[config.mk]
export PLATFORM = sky130hd
export DESIGN_NAME = shader_flow_unit
export DESIGN_NICKNAME = d
export VERILOG_FILES = /design/src/rtl/sfu_pkg.sv /design/src/rtl/sfu_cond_eval.sv /design/src/rtl/sfu_target_calc.sv /design/src/rtl/sfu_write_wait.sv /design/src/rtl/shader_flow_unit.sv
export SDC_FILE = /design/constraint.sdc
export NUM_CORES = 1
export LEC_CHECK = 0
export ABC_AREA = 0
export CORE_AREA = 2 2 113 115
export CTS_CLUSTER_DIAMETER = 50
export DETAILED_ROUTE_END_ITERATION = 8
export DIE_AREA = 0 0 115 117
export DONT_BUFFER_PORTS = 1
export SYNTH_ARGS = -nofsm -noshare
export SYNTH_HDL_FRONTEND = slang
export SYNTH_SLANG_ARGS = --single-unit
[constraint.sdc]
create_clock -name clk -period 2.19 [get_ports clk]
set_input_delay 0.5475 -clock clk [delete_from_list [all_inputs] [get_ports clk]]
set_output_delay 0.5475 -clock clk [all_outputs]
set_load 0.02 [all_outputs]
[src/rtl/sfu_pkg.sv]
package sfu_pkg;
  localparam logic [2:0] OP_JUMP      = 3'd1;
  localparam logic [2:0] OP_CJUMP     = 3'd2;
  localparam logic [2:0] OP_KILL      = 3'd4;
  localparam logic [2:0] OP_TILE_WAIT = 3'd6;
  localparam logic [2:0] OP_WRITE     = 3'd7;

  // Taken decision of an operation, given the evaluated condition.
  function automatic logic op_taken(logic [2:0] op, logic hit, logic ready);
    case (op)
      OP_JUMP:      return 1'b1;
      OP_CJUMP:     return hit;
      OP_TILE_WAIT: return hit & ~ready;
      default:      return 1'b0;
    endcase
  endfunction
endpackage

[src/rtl/sfu_cond_eval.sv]
module sfu_cond_eval #(
  parameter int TABLE_W = 16,
  localparam int IDX_W = $clog2(TABLE_W)
) (
  input  logic               ext,
  input  logic [1:0]         code,
  input  logic [TABLE_W-1:0] table_bits,
  input  logic [IDX_W-1:0]   cond_bits,
  output logic               hit
);
  // Short codes form a two-entry table over condition A.
  function automatic logic short_hit(logic [1:0] c, logic a);
    return c[a];
  endfunction

  function automatic logic table_hit(logic [TABLE_W-1:0] t, logic [IDX_W-1:0] idx);
    return t[idx];
  endfunction

  assign hit = ext ? table_hit(table_bits, cond_bits) : short_hit(code, cond_bits[0]);
endmodule

[src/rtl/sfu_target_calc.sv]
module sfu_target_calc #(
  parameter int PC_W    = 32,
  parameter int SHORT_W = 7,
  parameter int LONG_W  = 23
) (
  input  logic [PC_W-1:0]   pc,
  input  logic [LONG_W-1:0] offset,
  input  logic              ext,
  output logic [PC_W-1:0]   target,
  output logic [PC_W-1:0]   seq
);
  logic [PC_W-1:0] short_ext;
  logic [PC_W-1:0] long_ext;

  assign short_ext = {{(PC_W-SHORT_W){offset[SHORT_W-1]}}, offset[SHORT_W-1:0]};

  generate
    if (LONG_W >= PC_W) begin : g_long_trunc
      assign long_ext = offset[PC_W-1:0];
    end else begin : g_long_sext
      assign long_ext = {{(PC_W-LONG_W){offset[LONG_W-1]}}, offset};
    end
  endgenerate

  function automatic logic [PC_W-1:0] add_pc(logic [PC_W-1:0] a, logic [PC_W-1:0] b);
    return a + b;
  endfunction

  assign target = add_pc(pc, ext ? long_ext : short_ext);
  assign seq    = add_pc(pc, {{(PC_W-1){1'b0}}, 1'b1});
endmodule

[src/rtl/sfu_write_wait.sv]
module sfu_write_wait (
  input  logic clk,
  input  logic rst_n,
  input  logic start,
  input  logic ack,
  input  logic accept,
  output logic pending,
  output logic done_ok,
  output logic done_fail
);
  logic pend_q;

  always_ff @(posedge clk or negedge rst_n) begin
    if (!rst_n)            pend_q <= 1'b0;
    else if (pend_q & ack) pend_q <= 1'b0;
    else if (start)        pend_q <= 1'b1;
  end

  assign pending   = pend_q;
  assign done_ok   = pend_q & ack & accept;
  assign done_fail = pend_q & ack & ~accept;
endmodule

[src/rtl/shader_flow_unit.sv]
module shader_flow_unit
  import sfu_pkg::*;
#(
  parameter int PC_W       = 32,
  parameter int SHORT_OFF_W = 7,
  parameter int LONG_OFF_W = 23,
  parameter int TABLE_W    = 16,
  localparam int COND_W    = $clog2(TABLE_W)
) (
  input  logic                  clk,
  input  logic                  rst_n,
  input  logic                  br_valid,
  input  logic [2:0]            br_op,
  input  logic                  br_ext,
  input  logic [1:0]            br_code,
  input  logic [TABLE_W-1:0]    br_table,
  input  logic [LONG_OFF_W-1:0] br_offset,
  input  logic [COND_W-1:0]     cond_bits,
  input  logic [PC_W-1:0]       pc_in,
  input  logic                  tb_ready,
  input  logic                  tb_ack,
  input  logic                  tb_accept,
  output logic [PC_W-1:0]       pc_next,
  output logic                  pc_valid,
  output logic                  wr_req,
  output logic                  terminated,
  output logic                  discarded
);
  logic            cond_hit;
  logic            take_w;
  logic            accept_w;
  logic            wr_start;
  logic            wr_ok;
  logic            wr_fail;
  logic [PC_W-1:0] target_w;
  logic [PC_W-1:0] seq_w;

  logic [PC_W-1:0] pc_next_q;
  logic [PC_W-1:0] wr_target_q;
  logic            pc_valid_q;
  logic            term_q;
  logic            disc_q;

  sfu_cond_eval #(.TABLE_W(TABLE_W)) u_cond (
    .ext        (br_ext),
    .code       (br_code),
    .table_bits (br_table),
    .cond_bits  (cond_bits),
    .hit        (cond_hit)
  );

  sfu_target_calc #(.PC_W(PC_W), .SHORT_W(SHORT_OFF_W), .LONG_W(LONG_OFF_W)) u_tgt (
    .pc     (pc_in),
    .offset (br_offset),
    .ext    (br_ext),
    .target (target_w),
    .seq    (seq_w)
  );

  // A branch word is taken up only while the thread is live and no write waits.
  assign accept_w = br_valid & ~term_q & ~disc_q & ~wr_req;
  assign wr_start = accept_w & (br_op == OP_WRITE);
  assign take_w   = op_taken(br_op, cond_hit, tb_ready);

  sfu_write_wait u_wait (
    .clk       (clk),
    .rst_n     (rst_n),
    .start     (wr_start),
    .ack       (tb_ack),
    .accept    (tb_accept),
    .pending   (wr_req),
    .done_ok   (wr_ok),
    .done_fail (wr_fail)
  );

  always_ff @(posedge clk or negedge rst_n) begin
    if (!rst_n) begin
      pc_next_q   <= '0;
      wr_target_q <= '0;
      pc_valid_q  <= 1'b0;
      term_q      <= 1'b0;
      disc_q      <= 1'b0;
    end else begin
      pc_valid_q <= 1'b0;
      if (wr_ok) begin
        term_q <= 1'b1;
      end else if (wr_fail) begin
        pc_valid_q <= 1'b1;
        pc_next_q  <= wr_target_q;
      end else if (accept_w) begin
        case (br_op)
          OP_WRITE: wr_target_q <= target_w;
          OP_KILL: begin
            if (cond_hit) begin
              disc_q <= 1'b1;
            end else begin
              pc_valid_q <= 1'b1;
              pc_next_q  <= seq_w;
            end
          end
          default: begin
            pc_valid_q <= 1'b1;
            pc_next_q  <= take_w ? target_w : seq_w;
          end
        endcase
      end
    end
  end

  assign pc_next    = pc_next_q;
  assign pc_valid   = pc_valid_q;
  assign terminated = term_q;
  assign discarded  = disc_q;
endmodule

==> metrics.md, run 1 <==
| Metric | Value |
|---|---|
| Status | `finished, violations left` |
| Failing checks | `setup timing` |
| CP max stage cell | `a2111o_1` |
| Seq cells post-synth | `68` |
| Routed WL | `21300 um` |
| Worst Skew | `0.00565 ns` |
| Critical Path AT | `2.78 ns` |
| CTS buffer count | `9` |
| Clock root cell | `clkbuf_16` |
| CP delay by family, top | `simple AND/OR/NAND/NOR gates` |
| GRT overflow | `0` |
| Max cap viols | `0` |
| Die Area | `13500 um2` |
| Crit path kind | `in -> reg` |
| Worst-path clk slew | `0.06 ns` |
| Ports | `123` |
| Post-synth net total | `823` |
| Synth top area share | `30.4%` |
| Top cells by area, synth | `dfrtp_1, nand2_1, ha_1, xnor2_1, o21ai_0` |
| Synthesized area | `5590 um2` |
| YS warnings | `0` |
| FMAX | `0.391 GHz` |
| Post-synth top cells | `nand2_1, dfrtp_1, nor2_1, o21ai_0, a21oi_1` |
| Initial antenna violation count | `0` |
| Vias in the first global route | `6045` |
| Routed len/inst | `20.9 um` |
| Drt pass-1 iters | `5` |
| Crit-path max FO | `17` |
| Rel. slew slack | `67.3%` |
| Worst Setup SP | `br_ext` |
| Most numerous cell in the Yosys netlist | `nand2_1` |
| Top_reg_cell synth | `dfrtp_1` |
| Via count | `6181` |
| # fillers | `902` |
| Die W | `115 um` |
| Fin crit share | `117%` |
| Pwr Density | `798 nW/um2` |
| Maximum vdd drop | `0.417 mV` |
| GRT Overall Usage | `31.3%` |
| Largest net degree at the start of global routing | `69` |
| Via density | `6.05` |
| Worst EP required | `2.41 ns` |
| R2R Path Start | `u_wait.pending` |
| Least-Margin Pin Slew | `0.487 ns` |
| Setup crit start kind | `primary input` |
| HP Class | `in -> async` |
| Seq/Total Area, Yosys | `30.4%` |
| Row count | `41` |
| Worst Setup End Kind | `flop` |
| Ratio of cells with drive above 1 in the final layout | `43.6%` |
| Synth unique cells | `66` |
| Leakage | `3.70 nW` |
| Final hold vios | `0` |
| Die span in y | `117 um` |
| Ys async rst share | `100%` |
| Setup ws final | `-0.370 ns` |
| Reg2reg path depth | `6` |
| Cell taking the most area after synthesis | `dfrtp_1` |
| Setup Slack @ Placement | `-1.18 ns` |
| Buffers & Inverters on Critical Path | `2` |
| CTS tree | `done` |
| Worst-case clock buffer depth | `2` |
| Syn_area_per_cell | `7.95 um2` |
| First-pass GRT wire length | `32600 um` |
| Minimum clock period after layout | `2.56 ns` |
| Skew-Pair Late Insertion Delay | `0.33 ns` |
| Max Slew Vio Count | `0` |
| Number of synthesized flops with an enable pin | `0` |
| WHS | `0.0952 ns` |
| Number of port buffers | `0` |
| Antenna Nets Post-Route | `0` |
| Initial Utilization | `45.4%` |
| Cell Chain, Critical Path | `inv_12 -> nand2_8 -> nand2_2 -> ha_4 -> buf_4 -> nand4_1 -> a2111o_1 -> nand4_1 -> nand2_2 -> o31ai_4 -> nor4b_2 -> or3_1` |
| Layout area overhead | `59.5%` |
| H-tree Lvls | `3` |
| Residual DRC count | `0` |
| Worst reg2reg setup slack | `-0.26 ns` |
| Core area | `12300 um2` |
| Setup violators final | `49` |
| Diodes inserted | `0` |
| Post-Synthesis Cells | `703` |
| Starting DRT DRC Count | `462` |
| Worst reg2reg endpoint | `pc_next[25]` |
| NumNets Final | `986` |
| GP Congestion | `0.908` |
| Unrepaired setup endpoints after global routing | `yes` |
| HPWL after detailed placement | `14800 um` |
| Max stage delay on crit path | `0.43 ns` |
| TritonCTS Sinks | `68` |
sequential cells by signal (all words and copies together) (netlist names):
| signal | flops |
|---|---|
| pc_next | 32 |
| wr_target_q | 32 |
| discarded | 1 |
| pc_valid | 1 |
| terminated | 1 |
| u_wait.pending | 1 |
worst register-to-register path, cell delays in order (launching register included):
cell and delay [ns]:
dfrtp_1 0.37, or4b_2 0.74, nor2b_2 0.31, and2_4 0.23, nand2_2 0.07, or4b_1 0.52
o311ai_1 0.10
cells in the final DEF, fill, tap and decap left out, types with 10 or more instances in the layout:
cell type and n:
a211oi_2 10, a21oi_1 28, a21oi_2 22, buf_4 142, buf_6 32, clkbuf_16 10, dfrtp_1 68, ha_1 10
ha_4 22, nand2_1 107, nand2_2 11, nand3_1 28, nand4_1 17, nor2_1 42, nor2_4 13, o21ai_0 25
o21ai_1 28, xnor2_1 24, xor2_1 20
report_power, final:
part | switching, mW | internal [mW]
logic | 1.45 | 1.53
registers | 0.831 | 1.84
clock network | 0.523 | 0.946
timing repair:
| item | CTS | global route |
|---|---|---|
| hold buffers | 1 | 0 |
| pin swaps | 60 | 47 |
| gates cloned | 7 | 1 |
| setup endpoints to repair | 58 | 53 |
| gates resized for setup | 161 | 71 |
| setup buffers | 29 | 11 |
| endpoints found under the hold margin | 68 | 0 |
final cells by class:
| class | instances | area (um2) | share of cell area, % |
|---|---|---|---|
| clock inverters | 1 | 30.0 | 0.337 |
| repair buffers | 188 | 1720 | 19.3 |
| clock buffers | 15 | 268 | 3.00 |
| flip-flops and latches | 68 | 1700 | 19.1 |
| multi-input cells | 589 | 4950 | 55.5 |
| well taps | 150 | 188 | 2.10 |
| inverters | 10 | 55.1 | 0.617 |
routing by layer:
metal  vias up  share of wire, %  wire length, um  GRT usage (%)
met2       246                47            10000           50.3
met3        15               8.1             1720           6.54
met5         -                 0                0              0
met1      3048                44             9400           44.3
met4         0              0.89              190           5.54
li1       2872                 -                -              -
how the worst max path moves through the flow:
stage / depth (start not counted) / slack [ns] / endpoint
finish: 12 / -0.37 / wr_target_q[25]
global route: 11 / -0.46 / pc_next[30]
CTS: 14 / -0.33 / pc_next[30]
detailed placement: 12 / -1.18 / pc_next[24]
global placement: 12 / -1.11 / pc_next[24]
floorplan: 15 / -0.88 / pc_next[24]
stage by stage:
step	setup TNS, ns	std cells	utilization (%)	total power, mW	instance area, um2
floorplan	-24.50	703	-	3.92	5920
global placement	-37.11	966	57.0	4.71	7020
detailed placement	-39.77	966	57.0	4.79	7020
CTS	-10.12	1016	69.4	6.79	8550
global route	-14.72	1021	72.4	7.47	8920
finish	-10.82	1021	72.4	7.11	8920
kinds of logic after synthesis:
| family | after synthesis | share of synthesized area (%) |
|---|---|---|
| simple gates | 288 | 23.7 |
| compound gates | 193 | 21.9 |
| flops | 68 | 30.4 |
| xor+xnor | 57 | 8.93 |
| buf+inv | 48 | 3.42 |
| fa+ha+maj | 33 | 7.52 |
| mux | 16 | 4.07 |
Note: power is estimated with default switching activity, not from simulation.
==> run 2, diff against run 1 <==
--- a/config.mk
+++ b/config.mk
@@ -11,6 +11,7 @@
 export DETAILED_ROUTE_END_ITERATION = 8
 export DIE_AREA = 0 0 115 117
 export DONT_BUFFER_PORTS = 1
+export RECOVER_POWER = 50
 export SYNTH_ARGS = -nofsm -noshare
 export SYNTH_HDL_FRONTEND = slang
 export SYNTH_SLANG_ARGS = --single-unit
==> run 2 against run 1 <==
Net effect: the run ends with capacitance limit, slew limit, setup timing left; clock skew is essentially flat; critical endpoint is now pc_next[30]; combinational power about the same; non-clock buffer count stayed put; core utilization decreased by 0.18 points; register-to-register slack about the same; sequential power barely moved; largest power group unchanged; global-route usage stayed put; sequential share of layout area hardly changed; first-iteration DRC count is 10% lower.
==> metrics.md, run 2 (synthesis gave the netlist of run 1 again) <==
| Metric | Value |
|---|---|
| Setup TNS | `-10.82 ns (-0.000600 ns)` |
| First-pass GRT wire length | `32600 um (unchanged)` |
| Final hold vios | `0 (unchanged)` |
| Maximum vdd drop | `0.417 mV (about the same)` |
| Max Slew Vio Count | `69 (+69)` |
| Setup violators final | `49 (unchanged)` |
| Residual DRC count | `0 (unchanged)` |
| Worst reg2reg setup slack | `-0.26 ns (about the same)` |
| # fillers | `905 (+0.33%)` |
| Setup Slack @ Placement | `-1.18 ns (unchanged)` |
| CTS buffer count | `9 (unchanged)` |
| Antenna Nets Post-Route | `0 (unchanged)` |
| Hold Startpoint | `tb_ack` |
| R2R Path Start | `u_wait.pending` |
| Vias in the first global route | `6045 (unchanged)` |
| GP Congestion | `0.908 (unchanged)` |
| Non-filler cells, final | `1021 (unchanged)` |
| GRT busiest layer | `met2` |
| Sequential cell area | `1700 um2 (unchanged)` |
| HPWL after detailed placement | `14800 um (unchanged)` |
| Least-Margin Pin Slew | `1.70 ns (+1.22 ns)` |
| Clock root cell | `clkbuf_16` |
| Ratio of cells with drive above 1 in the final layout | `43.6% (unchanged)` |
| GRT overflow | `0 (unchanged)` |
| GR Util met2 | `50.3% (unchanged)` |
| Commonest non-fill, non-tap cell in the layout | `buf_4` |
| Critical Path AT | `2.76 ns (-0.02 ns)` |
| Crit path kind | `in -> reg` |
| Die W | `115 um (unchanged)` |
| Tot Pwr | `7.11 mW (about the same)` |
| Via count | `6164 (-0.28%)` |
| CP max stage cell | `fa_2` |
| Worst Skew | `0.00529 ns (-0.000361 ns)` |
| Multi-input logic area | `4950 um2 (unchanged)` |
| Post-layout util | `72.2% (-0.18 points)` |
| Minimum clock period after layout | `2.56 ns (+0.00433 ns)` |
| HP Class | `in -> reg` |
| Crit-path max FO | `3 (-14)` |
| Drt pass-1 iters | `5 (unchanged)` |
| Worst-path clk slew | `0.05 ns (about the same)` |
| Setup ws final | `-0.375 ns (-0.00433 ns)` |
| Worst EP required | `2.38 ns (-0.03 ns)` |
| Ports | `123 (unchanged)` |
| Met3 GRT Util | `6.54% (unchanged)` |
| Worst Setup SP | `br_offset[0]` |
| Initial Utilization | `45.4% (unchanged)` |
| Max cap viols | `1 (+1)` |
| Worst-case clock buffer depth | `2 (unchanged)` |
| Placed Area | `7020 um2 (unchanged)` |
| Leakage | `3.69 nW (-0.23%)` |
| Skew-Pair Late Insertion Delay | `0.33 ns (about the same)` |
| Routed WL | `21300 um (about the same)` |
| CTS tree | `done` |
| Diodes inserted | `0 (unchanged)` |
| Largest net degree at the start of global routing | `69 (unchanged)` |
| Met1 usage | `44.3% (unchanged)` |
| Layout area overhead | `59.1%` |
| Row count | `41 (unchanged)` |
| Final instance area | `8890 um2 (-0.25%)` |
| TritonCTS Sinks | `68 (unchanged)` |
| Failing checks | `capacitance limit, slew limit, setup timing` |
| GRT Overall Usage | `31.3% (unchanged)` |
| Cell Chain, Critical Path | `ha_4 -> fa_2 -> a21oi_4 -> o22ai_4 -> a211oi_4 -> a21oi_4 -> o41ai_4 -> buf_4 -> o41ai_4 -> xnor2_1 -> o21ai_1` |
| Setup crit start kind | `primary input` |
| NumNets Final | `986 (unchanged)` |
| Die span in y | `117 um (unchanged)` |
| Fin crit share | `117% (+0.20 points)` |
| Placed Cells | `966 (unchanged)` |
| WHS | `0.332 ns (+0.237 ns)` |
| Worst Setup End Kind | `flop` |
| Number of port buffers | `0 (unchanged)` |
| Max stage delay on crit path | `0.37 ns (-0.06 ns)` |
| Core area | `12300 um2 (unchanged)` |
| Routed len/inst | `20.9 um (about the same)` |
| Via density | `6.04 (-0.28%)` |
| Commonest non-fill, non-tap cells in the layout | `buf_4, nand2_1, dfrtp_1, nor2_1, buf_6` |
| Pwr Density | `799 nW/um2 (+0.17%)` |
| Die Area | `13500 um2 (unchanged)` |
| H-tree Lvls | `3 (unchanged)` |
| Status | `finished, violations left` |
| Rel. slew slack | `-13.6% (-81 points)` |
| FMAX | `0.390 GHz (-0.17%)` |
| Starting DRT DRC Count | `415 (-10%)` |
| Unrepaired setup endpoints after global routing | `yes` |
| Initial antenna violation count | `0 (unchanged)` |
[run 2: changes by cell type in the layout (fill, tap and decap cells not counted)]
cell	previous run	this run
clkbuf_2	0	1
buf_16	3	2
[run 2: worst max-delay path: cells and delay by family]
| kind | cells | cell delay [ns] |
|---|---|---|
| compound gates | 7 | 1.25 |
| fa+ha+maj | 2 | 0.51 |
| xor+xnor | 1 | 0.23 |
| buf+inv | 1 | 0.21 |
[run 2: timing repair]
action / 4_1_cts / 5_1_grt
pin swaps: 60 / 47
buffers inserted: 29 / 11
resized for setup: 161 / 71
hold buffers: 1 / 0
hold endpoints to repair: 68 / 0
cloned: 7 / 1
setup endpoints to repair: 58 / 53
[run 2: per-layer routing]
layer  part of all wire (%)  routed length (um)
met3                    8.2                1750
met1                     44                9360
met5                      0                   0
met4                   0.88                 188
met2                     47               10000
[run 2: report_power, final]
part	internal [mW]	switching, mW	leakage, nW
Combinational	1.52	1.45	2.71
Sequential	1.84	0.832	0.837
Clock	0.945	0.517	0.144
[run 2: final timing paths]
check                                  end  cells after the start
setup / recovery               pc_next[30]                     11
hold / removal              u_wait.pending                      1
setup reg to reg               pc_next[25]                      6
hold reg to reg             wr_target_q[7]                      2
max in group asynchronous  wr_target_q[26]                      1
min in group asynchronous       pc_next[2]                      1
[run 2: layout make-up]
cell class	count	share of cell area (%)
multi-input combinational	589	55.7
clock inverter	1	0.338
clock buffer	15	3.01
timing repair buffer	188	19.1
inverter	10	0.619
tap	150	2.11
sequential	68	19.1
